<file path="config.mk">
export PLATFORM = sky130hd
export DESIGN_NAME = dlane_adc_ctrl
export DESIGN_NICKNAME = d
export VERILOG_FILES = /design/src/rtl/dlane_adc_pkg.sv /design/src/rtl/dlane_rate_gen.sv /design/src/rtl/dlane_frame_seq.sv /design/src/rtl/dlane_lane_shift.sv /design/src/rtl/dlane_adc_ctrl.sv
export SDC_FILE = /design/constraint.sdc
export NUM_CORES = 1
export LEC_CHECK = 0
export BUFFER_PORTS_ARGS = -buffer_cell sky130_fd_sc_hd__buf_2
export CAP_MARGIN = 20
export CORE_ASPECT_RATIO = 0.9
export CORE_UTILIZATION = 60
export CTS_BUF_LIST = sky130_fd_sc_hd__clkbuf_8
export DETAILED_ROUTE_END_ITERATION = 10
export PLACE_DENSITY = 0.91
export SYNTH_ARGS = -nofsm -noshare
export SYNTH_HDL_FRONTEND = slang
export SYNTH_SLANG_ARGS = --single-unit
</file>
<file path="constraint.sdc">
create_clock -name clk -period 4.6 [get_ports clk]
set_input_delay 0.46 -clock clk [delete_from_list [all_inputs] [get_ports clk]]
set_output_delay 0.46 -clock clk [all_outputs]
set_load 0.1 [all_outputs]
</file>
<file path="src/rtl/dlane_adc_pkg.sv">
package dlane_adc_pkg;

   typedef enum logic [1:0] {
      SEQ_IDLE  = 2'd0,
      SEQ_FRAME = 2'd1,
      SEQ_GAP   = 2'd2
   } seq_state_e;

   typedef enum logic [1:0] {
      KIND_FULL  = 2'd0,
      KIND_SHORT = 2'd1,
      KIND_PWRDN = 2'd2
   } frame_kind_e;

endpackage

</file>
<file path="src/rtl/dlane_rate_gen.sv">
module dlane_rate_gen #(
   parameter int PERIOD_W = 16
) (
   input  logic                clk,
   input  logic                rst_n,
   input  logic                en_i,
   input  logic [PERIOD_W-1:0] period_i,
   output logic                tick_o
);

   logic [PERIOD_W-1:0] cnt_q;

   // a period of zero or one fires every cycle
   assign tick_o = en_i && (PERIOD_W'(cnt_q + 1'b1) >= period_i);

   always_ff @(posedge clk or negedge rst_n) begin
      if (!rst_n) begin
         cnt_q <= '0;
      end else if (!en_i || tick_o) begin
         cnt_q <= '0;
      end else begin
         cnt_q <= cnt_q + 1'b1;
      end
   end

endmodule

</file>
<file path="src/rtl/dlane_frame_seq.sv">
module dlane_frame_seq
   import dlane_adc_pkg::*;
#(
   parameter int DIV_HALF = 2,
   parameter int WORD_W   = 16,
   parameter int SHORT_W  = 14,
   parameter int PD_W     = 8
) (
   input  logic clk,
   input  logic rst_n,
   input  logic req_i,
   input  logic pd_i,
   input  logic short_i,
   output logic cs_n_o,
   output logic sclk_o,
   output logic go_o,
   output logic smp_o,
   output logic fin_o,
   output logic pd_o
);

   localparam int HC_W = (DIV_HALF > 1) ? $clog2(DIV_HALF) : 1;
   localparam int BC_W = $clog2(WORD_W + 1);
   localparam logic [HC_W-1:0] HC_LAST = HC_W'(DIV_HALF - 1);

   seq_state_e        state_q;
   logic [HC_W-1:0]   hcnt_q;
   logic [BC_W-1:0]   rises_q;
   logic [BC_W-1:0]   target_q;
   logic              pend_q;
   logic              gap_half_q;
   logic              sclk_q;
   logic              cs_n_q;
   logic              pd_q;
   frame_kind_e       kind;
   logic [BC_W-1:0]   kind_len;
   logic              half_end;

   // power-down request outranks the length select
   always_comb begin
      if (pd_i)         kind = KIND_PWRDN;
      else if (short_i) kind = KIND_SHORT;
      else              kind = KIND_FULL;
      case (kind)
         KIND_PWRDN: kind_len = BC_W'(PD_W);
         KIND_SHORT: kind_len = BC_W'(SHORT_W);
         default:    kind_len = BC_W'(WORD_W);
      endcase
   end

   assign half_end = (hcnt_q == HC_LAST);
   assign go_o     = (state_q == SEQ_IDLE) && (req_i || pend_q);
   assign smp_o    = (state_q == SEQ_FRAME) && half_end && sclk_q;
   assign fin_o    = (state_q == SEQ_FRAME) && half_end && !sclk_q &&
                     (BC_W'(rises_q + 1'b1) == target_q);
   assign cs_n_o   = cs_n_q;
   assign sclk_o   = sclk_q;
   assign pd_o     = pd_q;

   always_ff @(posedge clk or negedge rst_n) begin
      if (!rst_n) begin
         state_q    <= SEQ_IDLE;
         hcnt_q     <= '0;
         rises_q    <= '0;
         target_q   <= '0;
         pend_q     <= 1'b0;
         gap_half_q <= 1'b0;
         sclk_q     <= 1'b1;
         cs_n_q     <= 1'b1;
         pd_q       <= 1'b0;
      end else begin
         case (state_q)
            SEQ_IDLE: begin
               if (go_o) begin
                  state_q  <= SEQ_FRAME;
                  cs_n_q   <= 1'b0;
                  pend_q   <= 1'b0;
                  hcnt_q   <= '0;
                  rises_q  <= '0;
                  target_q <= kind_len;
                  pd_q     <= pd_i;
               end
            end
            SEQ_FRAME: begin
               if (req_i) pend_q <= 1'b1;
               if (half_end) begin
                  hcnt_q <= '0;
                  sclk_q <= ~sclk_q;
                  if (!sclk_q) begin
                     rises_q <= rises_q + 1'b1;
                     if (fin_o) begin
                        cs_n_q  <= 1'b1;
                        state_q <= SEQ_GAP;
                     end
                  end
               end else begin
                  hcnt_q <= hcnt_q + 1'b1;
               end
            end
            SEQ_GAP: begin
               if (req_i) pend_q <= 1'b1;
               if (half_end) begin
                  hcnt_q     <= '0;
                  gap_half_q <= ~gap_half_q;
                  if (gap_half_q) state_q <= SEQ_IDLE;
               end else begin
                  hcnt_q <= hcnt_q + 1'b1;
               end
            end
            default: state_q <= SEQ_IDLE;
         endcase
      end
   end

endmodule

</file>
<file path="src/rtl/dlane_lane_shift.sv">
module dlane_lane_shift #(
   parameter int WORD_W = 16
) (
   input  logic              clk,
   input  logic              rst_n,
   input  logic              clr_i,
   input  logic              smp_i,
   input  logic              load_i,
   input  logic              sdata_i,
   output logic [WORD_W-1:0] word_o
);

   logic [WORD_W-1:0] sh_q;
   logic [WORD_W-1:0] word_q;

   // cleared per frame, so short words come out zero-filled
   always_ff @(posedge clk or negedge rst_n) begin
      if (!rst_n) begin
         sh_q <= '0;
      end else if (clr_i) begin
         sh_q <= '0;
      end else if (smp_i) begin
         sh_q <= {sh_q[WORD_W-2:0], sdata_i};
      end
   end

   always_ff @(posedge clk or negedge rst_n) begin
      if (!rst_n) begin
         word_q <= '0;
      end else if (load_i) begin
         word_q <= sh_q;
      end
   end

   assign word_o = word_q;

endmodule

</file>
<file path="src/rtl/dlane_adc_ctrl.sv">
module dlane_adc_ctrl #(
   parameter int DIV_HALF    = 2,
   parameter int WORD_W      = 16,
   parameter int SHORT_W     = 14,
   parameter int PD_W        = 8,
   parameter int PERIOD_W    = 16,
   parameter bit FREE_RUN_EN = 1'b1
) (
   input  logic                clk,
   input  logic                rst_n,
   input  logic                start_i,
   input  logic                pd_req_i,
   input  logic                short_word_i,
   input  logic                free_run_i,
   input  logic [PERIOD_W-1:0] period_i,
   input  logic                sdata_a_i,
   input  logic                sdata_b_i,
   output logic                cs_n_o,
   output logic                sclk_o,
   output logic [WORD_W-1:0]   word_a_o,
   output logic [WORD_W-1:0]   word_b_o,
   output logic                valid_o
);

   localparam int LANES = 2;

   if (DIV_HALF < 1) begin : g_bad_div
      $error("DIV_HALF must be at least 1");
   end
   if (WORD_W < 2) begin : g_bad_word
      $error("WORD_W must be at least 2");
   end
   if (SHORT_W < 1 || SHORT_W > WORD_W) begin : g_bad_short
      $error("SHORT_W must lie in 1..WORD_W");
   end
   if (PD_W < 1 || PD_W > WORD_W) begin : g_bad_pd
      $error("PD_W must lie in 1..WORD_W");
   end

   logic tick;
   logic req;
   logic go;
   logic smp;
   logic fin;
   logic pd_act;
   logic valid_q;
   logic [LANES-1:0]  lane_in;
   logic [WORD_W-1:0] lane_word [LANES];

   if (FREE_RUN_EN) begin : g_rate
      dlane_rate_gen #(
         .PERIOD_W (PERIOD_W)
      ) u_rate (
         .clk      (clk),
         .rst_n    (rst_n),
         .en_i     (free_run_i),
         .period_i (period_i),
         .tick_o   (tick)
      );
   end else begin : g_no_rate
      assign tick = 1'b0;
   end

   assign req = start_i || tick;

   dlane_frame_seq #(
      .DIV_HALF (DIV_HALF),
      .WORD_W   (WORD_W),
      .SHORT_W  (SHORT_W),
      .PD_W     (PD_W)
   ) u_seq (
      .clk     (clk),
      .rst_n   (rst_n),
      .req_i   (req),
      .pd_i    (pd_req_i),
      .short_i (short_word_i),
      .cs_n_o  (cs_n_o),
      .sclk_o  (sclk_o),
      .go_o    (go),
      .smp_o   (smp),
      .fin_o   (fin),
      .pd_o    (pd_act)
   );

   assign lane_in = {sdata_b_i, sdata_a_i};

   for (genvar g = 0; g < LANES; g++) begin : g_lane
      dlane_lane_shift #(
         .WORD_W (WORD_W)
      ) u_shift (
         .clk     (clk),
         .rst_n   (rst_n),
         .clr_i   (go),
         .smp_i   (smp),
         .load_i  (fin && !pd_act),
         .sdata_i (lane_in[g]),
         .word_o  (lane_word[g])
      );
   end

   always_ff @(posedge clk or negedge rst_n) begin
      if (!rst_n) valid_q <= 1'b0;
      else        valid_q <= fin && !pd_act;
   end

   assign word_a_o = lane_word[0];
   assign word_b_o = lane_word[1];
   assign valid_o  = valid_q;

endmodule

</file>
==> out/results.tsv <==
stage	metric	value	unit
finish	area_growth_syn_to_layout	13.3	%
timing	hold_violations	0	
place	port_buffers	58	
synthesis	synth_edf_count	0	
clock_network	cts-buffers-inserted	9	
timing	slew-limit-headroom	0.532	
timing	tightest_slew	699	ps
setup_path	cp.required	4830	ps
power	finalPower	0.00206	W
timing	slew_violations	0	
finish	fill_cells	503	
floorplan	placeableCoreArea	7220	um^2
power	netSwitchingFraction	0.351	
clock_network	htree_levels	3	
clock_network	clock-sinks	97	
synthesis	synth-seq-area-share	0.531	
synthesis	async_reset_ff_frac	1.00	
status	status	finished, final reports clean	
synthesis	syn-cell-area	4570	um^2
setup_path	crit_start	g_rate.u_rate.cnt_q[6]	
power	peakVddDrop	0.000261	V
setup_path	path_class	flip-flop to flip-flop	
place	post-dp-hpwl	6430	um
route	vias	3373	
run	cap_violations	0	
route	wl_per_cell	16.0	um
global_route	grt_max_degree	53	
synthesis	synth_seq_cells	97	
floorplan	die_y	84.8	um
route	vias_per_cell	5.70	
synthesis	syn_inst	437	
global_route	first_global_vias	3355	
global_route	grt_pass1_wl	15300	um
clock_network	cts_resized	0	
power	clockPowerShare	0.266	
finish	final_cell_mix	dfrtp_1, nand2_1, buf_2, a21oi_1, mux2_2	
route	first_pass_iters	4	
power	intPower	0.00133	W
setup_path	worstPathArrival	4260	ps
synthesis	synth_flop_cell	dfrtp_1	
synthesis	yosys_warnings	0	
setup_path	timing.rr.start	g_rate.u_rate.cnt_q[6]	
timing	rsz0062_at_grt	no	
global_route	grt_overflow	0	
power	share_comb_of_total_power	0.255	
setup_path	critical-path-max-stage-delay	520	ps
finish	final_common_cell	dfrtp_1	
synthesis	synth_nets	482	
place	gp_congestion	0.893	
clock_network	cts.root.buffer_cell	clkbuf_8	
power	leakage	2.59	nW
clock_network	cts_tree	yes	
power	p_per_area	397	nW/um^2
floorplan	die_w	94.0	um
finish	multi_input_area	1980	um^2
clock_network	clk_pin_slew	110	ps
finish	ff_latch_area	2430	um^2
route	drc	0	
route	routed_wl	9450	um
global_route	antenna_found_initial	0	
clock_network	clk-insertion-delay-late	360	ps
synthesis	synth_area_per_cell	10.5	um^2
setup_path	worstPathMaxFanout	33	
power	p_sw	0.000723	W
global_route	grt_use_total	0.248	
route	antenna_left	0	
floorplan	initial_core_util	0.634	
timing	period_share	0.876	
clock_network	cts_buffer_depth	2	
worst_hold_path	hold_path_class	input port to async pin	
clock_network	hold_buffers	0	
timing	setup_violations	0	
timing	fin_tns_setup	0	ps
synthesis	yosysUniqueCellTypes	47	
route	first_iter_violations	205	
power	p_seq_frac	0.478	
timing	fmax	248	MHz
finish	nets	539	
floorplan	io_pins	59	
floorplan	die_area	7980	um^2
clock_network	cts_setup_buffers	0	
setup_path	crit_slowest_cell	or4_4	
timing	final.min_clock_period	4030	ps
finish	drive_above_1_share	0.248	
floorplan	fp-row-count	29	
setup_path	reg2reg_slack	570	ps
setup_path	crit_chain	nand3_1, or2_2, or4_1, xnor2_1, ha_1, nand4_1, or3_1, or4_4, a31o_2, nor2_4, buf_4, a21oi_1	
setup_path	start_kind	flip-flop	
finish	antenna_cells	0	
timing	fin_skew	19.8	ps
setup_path	critPathCaptureType	flip-flop	
## final cells by class
cell class	instances	share of cell area
repair buffers	63	0.0714
well taps	93	0.0224
multi-input cells	298	0.381
flip-flops and latches	97	0.469
inverters	25	0.0181
clock inverters	7	0.0140
clock buffers	9	0.0239
## metal layers
metal / global-route usage / part of all wire / wire (um) / vias up
li1: - / - / - / 1592
met1: 0.326 / 0.42 / 3970 / 1645
met2: 0.417 / 0.50 / 4770 / 109
met3: 0.0457 / 0.042 / 398 / 27
met4: 0.0853 / 0.034 / 321 / 0
met5: 0 / 0 / 0 / -
## flip-flops by register name, summed over array words and instances, names as in the netlist
| signal | cells |
|---|---|
| g_lane.u_shift.sh_q | 32 |
| g_lane.u_shift.word_o | 32 |
| g_rate.u_rate.cnt_q | 16 |
| u_seq.cs_n_o | 1 |
| u_seq.gap_half_q | 1 |
| u_seq.half_end | 1 |
| u_seq.pd_o | 1 |
| u_seq.pend_q | 1 |
| u_seq.rises_q | 5 |
| u_seq.sclk_o | 1 |
| u_seq.state_q | 2 |
| u_seq.target_q | 3 |
| valid_o | 1 |
## power by group through the flow
stage / sequential, W / combinational, W / clock (W)
3_5_place_dp: 0.000996 / 0.000490 / 0
3_3_place_gp: 0.000990 / 0.000469 / 0
5_1_grt: 0.000990 / 0.000573 / 0.000592
6_report: 0.000985 / 0.000526 / 0.000548
2_1_floorplan: 0.00105 / 0.000323 / 0
4_1_cts: 0.000980 / 0.000494 / 0.000551
## synth_stat cells (all sizes together) (2+ instances only)
library cell / n / share of area
mux2: 34 / 0.084
inv: 24 / 0.020
o211ai: 2 / 0.0033
nand2: 78 / 0.064
nor2: 18 / 0.016
clkbuf: 12 / 0.0098
nand4: 7 / 0.0096
and3: 3 / 0.0041
ha: 21 / 0.057
xnor2: 15 / 0.029
o21ai: 5 / 0.0055
dfstp: 2 / 0.011
nor3: 5 / 0.0055
a211oi: 4 / 0.0077
nor2b: 14 / 0.019
mux2i: 3 / 0.0066
nand3: 11 / 0.012
xor2: 5 / 0.0096
nand2b: 3 / 0.0041
buf: 5 / 0.0068
a21oi: 47 / 0.051
dfrtp: 95 / 0.52
or4: 2 / 0.0041
or2: 3 / 0.0041
## cells by family (layout without fill, tap and decap cells)
family	after synthesis	after routing	share of synthesized area
DFF	97	97	0.531
AOI/OAI and AO/OA	70	70	0.0925
adders and majority gates	21	21	0.0574
and+or+nand+nor	150	150	0.153
xor gates and xnor gates	20	20	0.0383
buffers and inverters	42	104	0.0372
muxes	37	37	0.0903
## worst max-delay path: cells and delay by family (launching register included)
family | cells | cell delay, ps
AND/OR/NAND/NOR | 7 | 2180
AO/OA/AOI/OAI | 2 | 470
flip-flops | 1 | 400
adder cells (fa/ha/maj) | 1 | 340
buffers and inverters | 1 | 340
XOR/XNOR | 1 | 160
## per-stage QoR
stage          cell area, um^2  cells  setup WS, ps   util  hold slack, ps
2_1_floorplan             4570    437          1000      -             164
3_3_place_gp              4930    574           786  0.683             458
3_5_place_dp              4930    574           624  0.683             462
4_1_cts                   5130    590           622  0.710             104
5_1_grt                   5180    592           377  0.718             118
6_report                  5180    592           571  0.718            90.9
## path summary, 6_finish.rpt
| check | endpoint | depth (start not counted) |
|---|---|---|
| max | g_lane[0].u_shift.sh_q[14] | 12 |
| max in group asynchronous | g_lane[0].u_shift.sh_q[2] | 2 |
| min in group clk | g_lane[1].u_shift.sh_q[0] | 3 |
| max reg2reg | g_lane[0].u_shift.sh_q[14] | 12 |
| min reg2reg | u_seq.gap_half_q | 1 |
| min | g_rate.u_rate.cnt_q[2] | 1 |
(Power assumes the default switching activity.)
